File: src/rtl/intvec_pkg.sv
// Package: shared types for the interrupt vector generator.
// Assumes two-bit priority levels and a 16-bit register data path.
package intvec_pkg;
    typedef logic [1:0] lvl_t;
    localparam int REG_DW = 16;
    localparam lvl_t FAST_LVL = 2'd2;
endpackage

File: src/rtl/intvec_regs.sv
// Module: intvec_regs
// Holds the software-visible configuration: per-source levels, vector base,
// two fast-slot match registers and two fast-slot handler addresses.
// Assumes BASE_W <= 16 and ADDR_W - 16 <= 16; all state resets to zero.
module intvec_regs
    import intvec_pkg::*;
#(
    parameter int NUM_SRC = 8,
    parameter int VEC_W   = 7,
    parameter int BASE_W  = 14,
    parameter int ADDR_W  = 21,
    parameter int REG_AW  = 4
) (
    input  logic                         clk,
    input  logic                         rst_n,
    input  logic                         wr_en,
    input  logic [REG_AW-1:0]            wr_addr,
    input  logic [REG_DW-1:0]            wr_data,
    output logic [2*NUM_SRC-1:0]         src_lvl,
    output logic [BASE_W-1:0]            base_q,
    output logic [1:0][VEC_W-1:0]        slot_vec,
    output logic [1:0]                   slot_en,
    output logic [1:0][ADDR_W-1:0]       slot_addr
);
    localparam int PRI_REGS = (2*NUM_SRC + REG_DW - 1) / REG_DW;
    localparam int HI_W     = ADDR_W - REG_DW;
    localparam logic [REG_AW-1:0] A_BASE = REG_AW'(PRI_REGS);
    localparam logic [REG_AW-1:0] A_M0   = REG_AW'(PRI_REGS + 1);
    localparam logic [REG_AW-1:0] A_M1   = REG_AW'(PRI_REGS + 2);
    localparam logic [REG_AW-1:0] A_L0   = REG_AW'(PRI_REGS + 3);
    localparam logic [REG_AW-1:0] A_H0   = REG_AW'(PRI_REGS + 4);
    localparam logic [REG_AW-1:0] A_L1   = REG_AW'(PRI_REGS + 5);
    localparam logic [REG_AW-1:0] A_H1   = REG_AW'(PRI_REGS + 6);

    logic [PRI_REGS*REG_DW-1:0] pri_q;
    logic [1:0][VEC_W:0]        match_q;
    logic [1:0][REG_DW-1:0]     lo_q;
    logic [1:0][HI_W-1:0]       hi_q;

    // Purpose: decode the write port into the configuration registers.
    always_ff @(posedge clk) begin
        if (!rst_n) begin
            pri_q   <= '0;
            base_q  <= '0;
            match_q <= '0;
            lo_q    <= '0;
            hi_q    <= '0;
        end else if (wr_en) begin
            for (int r = 0; r < PRI_REGS; r++) begin
                if (wr_addr == REG_AW'(r))
                    pri_q[r*REG_DW +: REG_DW] <= wr_data;
            end
            if (wr_addr == A_BASE) base_q     <= wr_data[BASE_W-1:0];
            if (wr_addr == A_M0)   match_q[0] <= wr_data[VEC_W:0];
            if (wr_addr == A_M1)   match_q[1] <= wr_data[VEC_W:0];
            if (wr_addr == A_L0)   lo_q[0]    <= wr_data;
            if (wr_addr == A_H0)   hi_q[0]    <= wr_data[HI_W-1:0];
            if (wr_addr == A_L1)   lo_q[1]    <= wr_data;
            if (wr_addr == A_H1)   hi_q[1]    <= wr_data[HI_W-1:0];
        end
    end

    assign src_lvl = pri_q[2*NUM_SRC-1:0];

    // Unpack each slot into its vector, enable and full address.
    for (genvar s = 0; s < 2; s++) begin : g_slot
        assign slot_vec[s]  = match_q[s][VEC_W-1:0];
        assign slot_en[s]   = match_q[s][VEC_W];
        assign slot_addr[s] = {hi_q[s], lo_q[s]};
    end
endmodule

File: src/rtl/intvec_arb.sv
// Module: intvec_arb
// Keeps one pending flag per source and picks the eligible source with the
// highest level, ties going to the lowest index. Assumes a source is eligible
// when its level is at or above the mask; a new pulse wins over a clear.
module intvec_arb
    import intvec_pkg::*;
#(
    parameter int NUM_SRC = 8,
    parameter int IDX_W   = 3
) (
    input  logic                 clk,
    input  logic                 rst_n,
    input  logic [NUM_SRC-1:0]   irq_in,
    input  logic [2*NUM_SRC-1:0] src_lvl,
    input  lvl_t                 sr_mask,
    input  logic                 clr_en,
    input  logic [IDX_W-1:0]     clr_idx,
    output logic                 win_valid,
    output logic [IDX_W-1:0]     win_idx,
    output lvl_t                 win_lvl
);
    logic [NUM_SRC-1:0] pending_q;
    logic [NUM_SRC-1:0] clr_vec;

    // Purpose: one-hot clear vector for the acknowledged source.
    always_comb begin
        clr_vec = '0;
        if (clr_en) clr_vec = NUM_SRC'(1) << clr_idx;
    end

    // Purpose: capture request pulses and retire acknowledged sources.
    always_ff @(posedge clk) begin
        if (!rst_n) pending_q <= '0;
        else        pending_q <= (pending_q & ~clr_vec) | irq_in;
    end

    // Purpose: scan downward so equal levels leave the lowest index in place.
    always_comb begin
        lvl_t lv;
        win_valid = 1'b0;
        win_idx   = '0;
        win_lvl   = '0;
        for (int i = NUM_SRC - 1; i >= 0; i--) begin
            lv = src_lvl[2*i +: 2];
            if (pending_q[i] && (lv >= sr_mask) && (!win_valid || lv >= win_lvl)) begin
                win_valid = 1'b1;
                win_idx   = IDX_W'(i);
                win_lvl   = lv;
            end
        end
    end
endmodule

File: src/rtl/intvec_addr.sv
// Module: intvec_addr
// Forms the handler address for a winning vector: a fast slot address when
// the level is 2 and an enabled slot matches (slot 0 first), otherwise the
// base with the vector appended. Purely combinational.
module intvec_addr
    import intvec_pkg::*;
#(
    parameter int VEC_W  = 7,
    parameter int BASE_W = 14,
    parameter int ADDR_W = 21
) (
    input  logic [VEC_W-1:0]         vec_num,
    input  lvl_t                     lvl,
    input  logic [BASE_W-1:0]        base,
    input  logic [1:0][VEC_W-1:0]    slot_vec,
    input  logic [1:0]               slot_en,
    input  logic [1:0][ADDR_W-1:0]   slot_addr,
    output logic [ADDR_W-1:0]        addr,
    output logic                     fast
);
    logic [1:0] hit;

    // One comparator per fast slot.
    for (genvar s = 0; s < 2; s++) begin : g_hit
        assign hit[s] = slot_en[s] && (slot_vec[s] == vec_num) && (lvl == FAST_LVL);
    end

    // Purpose: choose between slot 0, slot 1 and the base-plus-vector address.
    always_comb begin
        fast = 1'b1;
        if (hit[0])      addr = slot_addr[0];
        else if (hit[1]) addr = slot_addr[1];
        else begin
            fast = 1'b0;
            addr = {base, vec_num};
        end
    end
endmodule

File: src/rtl/intvec_gen.sv
// Module: intvec_gen (top)
// Prioritized interrupt vector generator. Latches the arbitration winner and
// its handler address, holds them until the core acknowledges, then retires
// the served source. Assumes source i carries vector VEC_OFS + i.
module intvec_gen
    import intvec_pkg::*;
#(
    parameter int NUM_SRC = 8,
    parameter int VEC_W   = 7,
    parameter int BASE_W  = 14,
    parameter int VEC_OFS = 16,
    parameter int REG_AW  = 4,
    localparam int ADDR_W = BASE_W + VEC_W,
    localparam int IDX_W  = $clog2(NUM_SRC)
) (
    input  logic               clk,
    input  logic               rst_n,
    input  logic               wr_en,
    input  logic [REG_AW-1:0]  wr_addr,
    input  logic [15:0]        wr_data,
    input  logic [NUM_SRC-1:0] irq_in,
    input  logic [1:0]         sr_mask,
    input  logic               int_ack,
    output logic               int_req,
    output logic [ADDR_W-1:0]  int_vec_addr,
    output logic [VEC_W-1:0]   int_vec_num,
    output logic               int_fast
);
    logic [2*NUM_SRC-1:0]     src_lvl;
    logic [BASE_W-1:0]        base_q;
    logic [1:0][VEC_W-1:0]    slot_vec;
    logic [1:0]               slot_en;
    logic [1:0][ADDR_W-1:0]   slot_addr;
    logic                     win_valid;
    logic [IDX_W-1:0]         win_idx;
    lvl_t                     win_lvl;
    logic [VEC_W-1:0]         win_vec;
    logic [ADDR_W-1:0]        win_addr;
    logic                     win_fast;

    logic                     req_q;
    logic [ADDR_W-1:0]        addr_q;
    logic [VEC_W-1:0]         vec_q;
    logic                     fast_q;
    logic [IDX_W-1:0]         idx_q;
    lvl_t                     lvl_q;

    intvec_regs #(
        .NUM_SRC(NUM_SRC), .VEC_W(VEC_W), .BASE_W(BASE_W),
        .ADDR_W(ADDR_W), .REG_AW(REG_AW)
    ) u_regs (
        .clk(clk), .rst_n(rst_n), .wr_en(wr_en), .wr_addr(wr_addr),
        .wr_data(wr_data), .src_lvl(src_lvl), .base_q(base_q),
        .slot_vec(slot_vec), .slot_en(slot_en), .slot_addr(slot_addr)
    );

    intvec_arb #(.NUM_SRC(NUM_SRC), .IDX_W(IDX_W)) u_arb (
        .clk(clk), .rst_n(rst_n), .irq_in(irq_in), .src_lvl(src_lvl),
        .sr_mask(sr_mask), .clr_en(req_q && int_ack), .clr_idx(idx_q),
        .win_valid(win_valid), .win_idx(win_idx), .win_lvl(win_lvl)
    );

    assign win_vec = VEC_W'(VEC_OFS) + VEC_W'(win_idx);

    intvec_addr #(.VEC_W(VEC_W), .BASE_W(BASE_W), .ADDR_W(ADDR_W)) u_addr (
        .vec_num(win_vec), .lvl(win_lvl), .base(base_q),
        .slot_vec(slot_vec), .slot_en(slot_en), .slot_addr(slot_addr),
        .addr(win_addr), .fast(win_fast)
    );

    // Purpose: present a winner and hold it unchanged until acknowledged.
    always_ff @(posedge clk) begin
        if (!rst_n) begin
            req_q  <= 1'b0;
            addr_q <= '0;
            vec_q  <= '0;
            fast_q <= 1'b0;
            idx_q  <= '0;
            lvl_q  <= '0;
        end else if (req_q) begin
            if (int_ack) req_q <= 1'b0;
        end else if (win_valid) begin
            req_q  <= 1'b1;
            addr_q <= win_addr;
            vec_q  <= win_vec;
            fast_q <= win_fast;
            idx_q  <= win_idx;
            lvl_q  <= win_lvl;
        end
    end

    assign int_req      = req_q;
    assign int_vec_addr = addr_q;
    assign int_vec_num  = vec_q;
    assign int_fast     = fast_q && req_q;
endmodule

File: config.mk
export PLATFORM = sky130hd
export DESIGN_NAME = intvec_gen
export DESIGN_NICKNAME = d
export VERILOG_FILES = /design/src/rtl/intvec_pkg.sv /design/src/rtl/intvec_regs.sv /design/src/rtl/intvec_arb.sv /design/src/rtl/intvec_addr.sv /design/src/rtl/intvec_gen.sv
export SDC_FILE = /design/constraint.sdc
export NUM_CORES = 1
export LEC_CHECK = 0
export BUFFER_PORTS_ARGS = -buffer_cell sky130_fd_sc_hd__buf_2
export CAP_MARGIN = 20
export CORE_MARGIN = 2
export CORE_UTILIZATION = 64
export DETAILED_ROUTE_END_ITERATION = 16
export GPL_TIMING_DRIVEN = 0
export PLACE_DENSITY_LB_ADDON = 0.08
export SLEW_MARGIN = 20
export SYNTH_ARGS = -nofsm -noshare
export SYNTH_HDL_FRONTEND = slang
export SYNTH_HIERARCHICAL = 1
export SYNTH_SLANG_ARGS = --single-unit
File: constraint.sdc
create_clock -name clk -period 31.7 [get_ports clk]
set_input_delay 7.925 -clock clk [delete_from_list [all_inputs] [get_ports clk]]
set_output_delay 7.925 -clock clk [all_outputs]
set_load 0.01 [all_outputs]
# Yosys cells after proc, flatten, opt, wreduce, memory -nomap -nowiden
# Cells that the tools add are included.
# classes
n_addsub	1
reduce_logical	45
n_bitwise	4
shifts	1
order_cmp	15
n_eq_ne	10
muxes	32
# op_table
op	count
$mux W21	2
$ge A2 B2 Y1	15
$mux W3	8
$logic_and A1 B1 Y1	21
$reduce_and A2 Y1	9
$eq A4 B3 Y1 const B	4
$mux W2	8
$eq A7 B6 Y1	2
$mux W1	13
$and A8 B8 Y8	1
$eq A4 B2 Y1 const B	2
$mux W8	1
$not A8 Y8	1
$or A8 B8 Y8	1
$shl A1 B3 Y8 const A	1
$logic_not A1 Y1	7
$logic_or A1 B1 Y1	7
$add A5 B3 Y6 const A	1
$eq A4 B1 Y1 const B	1
$logic_not A4 Y1	1
$eq A2 B2 Y1 const B	1
$not A1 Y1	1
# word_totals
word_cells	122
ff_bits	129
out_inout_bits	30

# Depth between registers and ports, before layout
# logic_depth
word_depth	37
depth_mapped	58
ltp_nobuf	55

# Hierarchy
# Netlist, hierarchy kept.
# by_module_without_submodules
module	cells_per_inst	area_each_um2	n_inst	seq_area_each_um2
intvec_regs	312	3229.3	1	1761.7
intvec_arb	177	1443.9	1	160.2
intvec_gen	122	1127.3	1	540.5
intvec_addr	96	641.9	1	0.0

# Least setup slack after synthesis
# No wires, ideal clock.
# synth_timing
path_kind	in2reg
start	in sr_mask[1]
end	reg addr_q[2], in the netlist int_vec_addr[2]
path_stages	56
setup_slack_ps	13936
arrival_time_ps	17692
setup_time_ps	72
cell_sequence	inv_1 -> ha_1 -> o21ai_2 -> nor3_1 -> ha_1 -> nand2b_1 -> a21oi_1 -> a21boi_1 -> a22o_1 -> ha_1 -> nand2b_1 -> a21oi_1 -> a21boi_2 -> a221oi_1 -> a21oi_1 -> ha_1 -> nand2b_1 -> a21oi_1 -> [... 20 more ...] -> nor3b_1 -> a31oi_1 -> nand2b_1 -> a21boi_1 -> ha_1 -> nand2b_1 -> a21oi_1 -> a21oi_4 -> nor4_1 -> xnor2_1 -> nand2_1 -> or4b_1 -> clkbuf_1 -> buf_6 -> mux2i_1 -> a21oi_1 -> nand2_1 -> mux2i_1
# synth_via
elab_chain_cells	37
# synth_rtl
item	line	text
from (decl)	intvec_gen.sv:22	input logic [1:0] sr_mask,
$ge A2 B2 Y1	intvec_arb.sv:45	if (pending_q[i] && (lv >= sr_mask) && (!win_valid || lv >= win_lvl)) begin
$logic_and A1 B1 Y1	intvec_arb.sv:45	
$mux W2 / $mux W1 (equally long branches)	intvec_arb.sv:45	
$ge A2 B2 Y1 / $logic_not A1 Y1 (equally long branches)	intvec_arb.sv:45	
$logic_or A1 B1 Y1	intvec_arb.sv:45	
$logic_and A1 B1 Y1	intvec_arb.sv:45	
$mux W2 / $mux W1 (equally long branches)	intvec_arb.sv:45	
$ge A2 B2 Y1 / $logic_not A1 Y1 (equally long branches)	intvec_arb.sv:45	
[... 22 more ...]	-	
$mux W3 (*)	intvec_arb.sv:45	
via win_idx[2]	intvec_gen.sv:35	logic [IDX_W-1:0] win_idx;
$add A5 B3 Y6 (*)	intvec_gen.sv:63	assign win_vec = VEC_W'(VEC_OFS) + VEC_W'(win_idx);
$eq A7 B6 Y1	intvec_addr.sv:25	assign hit[s] = slot_en[s] && (slot_vec[s] == vec_num) && (lvl == FAST_LVL);
$logic_and A1 B1 Y1 (2 in a row)	intvec_addr.sv:25	
$mux W21	intvec_addr.sv:32	else if (hit[1]) addr = slot_addr[1];
$mux W21 (*)	intvec_addr.sv:31	if (hit[0]) addr = slot_addr[0];
via win_addr[2]	intvec_gen.sv:38	logic [ADDR_W-1:0] win_addr;
to (signal assigned)	intvec_gen.sv:84	addr_q <= win_addr;
to (decl)	intvec_gen.sv:42	logic [ADDR_W-1:0] addr_q;
# The timed path passes the listed nets; every way through them passes the cells marked *.
# A chain may end at the register's enable or synchronous reset.

# Worst setup path after layout
# layout_timing
start	in sr_mask[1]
end	reg addr_q[17], in the netlist int_vec_addr[17]
# Same word-level chain as after synthesis.

==> results.yml <==
placement:
  port_buffers: 60
  dpl.hpwl_mm: 12.2
  gp_congestion: 0.920
drt:
  ant_nets: 0
  routed_wl_mm: 16.8
  drt_iter0_drc: 325
  drt_first_pass_iters: 5
  vias: 5419
  wl_per_cell_um: 17.8
  drcViolationCount: 0
  post_drt_via_cell_ratio: 5.75
worst_setup_path:
  max_stage_delay_ns: 0.82
  end_kind: "register"
  crit_required_ns: 32.14
  arrival_ns: 19.76
  crit_slowest_cell: "nor3_1"
  critPathKind: "input pin to register"
  cp-start-kind: "input pin"
  reg2regPathDepth: 56
  crit_fanout: 10
power_and_ir_drop:
  vdd_drop_max_uv: 45.9
  power_density_nw_per_um2: 53.4
  p_leak_nw: 3.59
synthesis:
  yosysMostFrequentCell: "nand2_1"
  post_synth.cell_area_avg_sq_um: 9.11
  synth_top_area_share_pct: 38.2
  netlist_area_sq_um: 6440
  ys_types: 69
  synth_edf_count: 0
  synthCells: 707
  synth_commonest_cells: "nand2_1, mux2i_1, dfxtp_1, a21oi_1, nor2_1"
  synth_largest_area_cell: "dfxtp_1"
  dominantRegCellSynth: "dfxtp_1"
  seq_area_frac_synth_pct: 38.2
  synthTopCellsByArea: "dfxtp_1, mux2i_1, nand2_1"
  yosys_warnings: 6
  async_flop_share_pct: 0
  ys_seq_elements: 123
clock_tree:
  cts_inserted_buffers: 17
  cts_tree: "built"
  clk_pin_slew_ns: 0.06
  cts_hold_buf: 0
  clock-sinks: 123
  post_cts_buffers: 0
  clock-root-buffer: "clkbuf_8"
  cts_max_path_buffers: 2
  insertion_delay_ns: 0.52
  cts-resized-gates: 0
  cts_max_level: 4
floorplan:
  std_cell_rows: 36
  die-width_um: 104
  core-area_sq_um: 9770
  die-area_sq_um: 10900
  io_pins: 64
  start_util_pct: 65.9
  fp.dieH_um: 104
sta:
  relSlewSlack_pct: 33.4
  hold_slack_ns: 0.454
  final_hold_viol_count: 0
  fmax_ghz: 0.0518
  slew_viol_final: 0
  fin_crit_sh_pct: 60.9
  final.setup.tns_ns: 0
  fin_worst_skew_ns: 0.0108
  min_period_ns: 19.32
  rsz0062_at_grt: "no"
  finalSetupViolCount: 0
  worstMarginPinSlew_ns: 0.991
min_path:
  min_path_type: "register to register"
  hold_depth: 2
global_routing:
  grt_pass1_wl_mm: 26.5
  grt_pass1_vias: 5437
  antenna_found_initial: 0
  grt_max_degree: 17
  grt_use_total_pct: 31.2
  grt_overflow: 0
outcome:
  outcome: "completed"
cells_and_area:
  syn_to_final_growth_pct: 17.1
  nets: 863
  diodes: 0
  drive_gt1_share_pct: 17.0
job:
  max_cap_violations: 0
cells by family (layout without fill, tap and decap cells):
family | count (synthesis) | in the layout | synth area share [%]
buf+inv | 53 | 143 | 4.47
simple gates | 265 | 265 | 19.1
mux | 136 | 136 | 21.2
flops | 123 | 123 | 38.2
fa+ha+maj | 30 | 30 | 5.83
compound gates | 84 | 84 | 9.13
xor+xnor | 14 | 14 | 1.90
other cells | 2 | 15 | 0.117
state kept, by name, indices dropped and copies added (netlist names):
signal / flops
u_regs/slot_en: 2
u_arb/pending_q: 8
fast_q: 1
u_regs/slot_addr: 42
int_vec_num: 2
u_regs/base_q: 14
u_regs/src_lvl: 16
int_vec_addr: 21
u_regs/slot_vec: 14
idx_q: 2
int_req: 1
critical path: cells and delay by family:
kind,cells,cell delay (ns)
compound gates,25,4.96
xor+xnor,1,0.19
fa+ha+maj,8,2.15
buf+inv,5,0.83
mux,2,0.30
simple gates,16,3.36
cell usage in the layout (no fill, tap or decap), types with 7 or more instances in the layout:
cell,Yosys,layout
a21oi_1,42,42
mux2i_1,134,134
nor2b_1,14,14
nor2_1,31,31
buf_2,13,73
nand2b_1,10,10
nand2_1,166,166
ha_1,30,30
clkbuf_1,16,16
o21ai_0,7,7
conb_1,2,15
inv_1,13,13
xnor2_1,9,9
clkbuf_16,0,16
dfxtp_1,123,123
through the flow:
step / power, mW / worst slack (ns) / utilization [%] / area, sq um / instances
6_report: 0.402 / 12.38 / 77.2 / 7540 / 943
5_1_grt: 0.415 / 11.91 / 77.2 / 7540 / 943
4_1_cts: 0.402 / 12.63 / 77.2 / 7540 / 943
3_5_place_dp: 0.216 / 12.19 / 71.2 / 6960 / 913
3_3_place_gp: 0.214 / 12.12 / 71.2 / 6960 / 913
2_1_floorplan: 0.201 / 13.94 / - / 6490 / 720
area by class of cell:
class | instances | area, sq um
multi-input cells | 544 | 3750
flip-flops and latches | 123 | 2460
fillers | 682 | 2230
clock buffers | 18 | 428
repair buffers | 60 | 300
plain buffers | 40 | 239
well taps | 133 | 166
clock inverters | 12 | 149
inverters | 13 | 48.8
layer usage:
metal	global-route usage (%)	share of wire [%]
met1	36.7	41
met2	54.2	50
met3	6.52	5.4
met4	14.8	3.5
met5	0	0
final timing paths:
check,endpoint,slack [ns],start
max,int_vec_addr[17],12.38,sr_mask[1]
min,u_regs/slot_addr[28],0.45,u_regs/slot_addr[28]
max reg2reg,int_vec_addr[17],19.63,u_regs/src_lvl[14]
min reg2reg,u_regs/slot_addr[28],0.45,u_regs/slot_addr[28]
where the power goes:
part | total (mW) | switching, mW | internal (mW) | leakage (nW)
logic | 0.0512 | 0.0298 | 0.0213 | 2.32
clock network | 0.189 | 0.0685 | 0.120 | 0.275
registers | 0.162 | 0.00350 | 0.159 | 0.997
total | 0.402 | 0.102 | 0.301 | 3.59
Note: power is estimated with default switching activity, not from simulation.
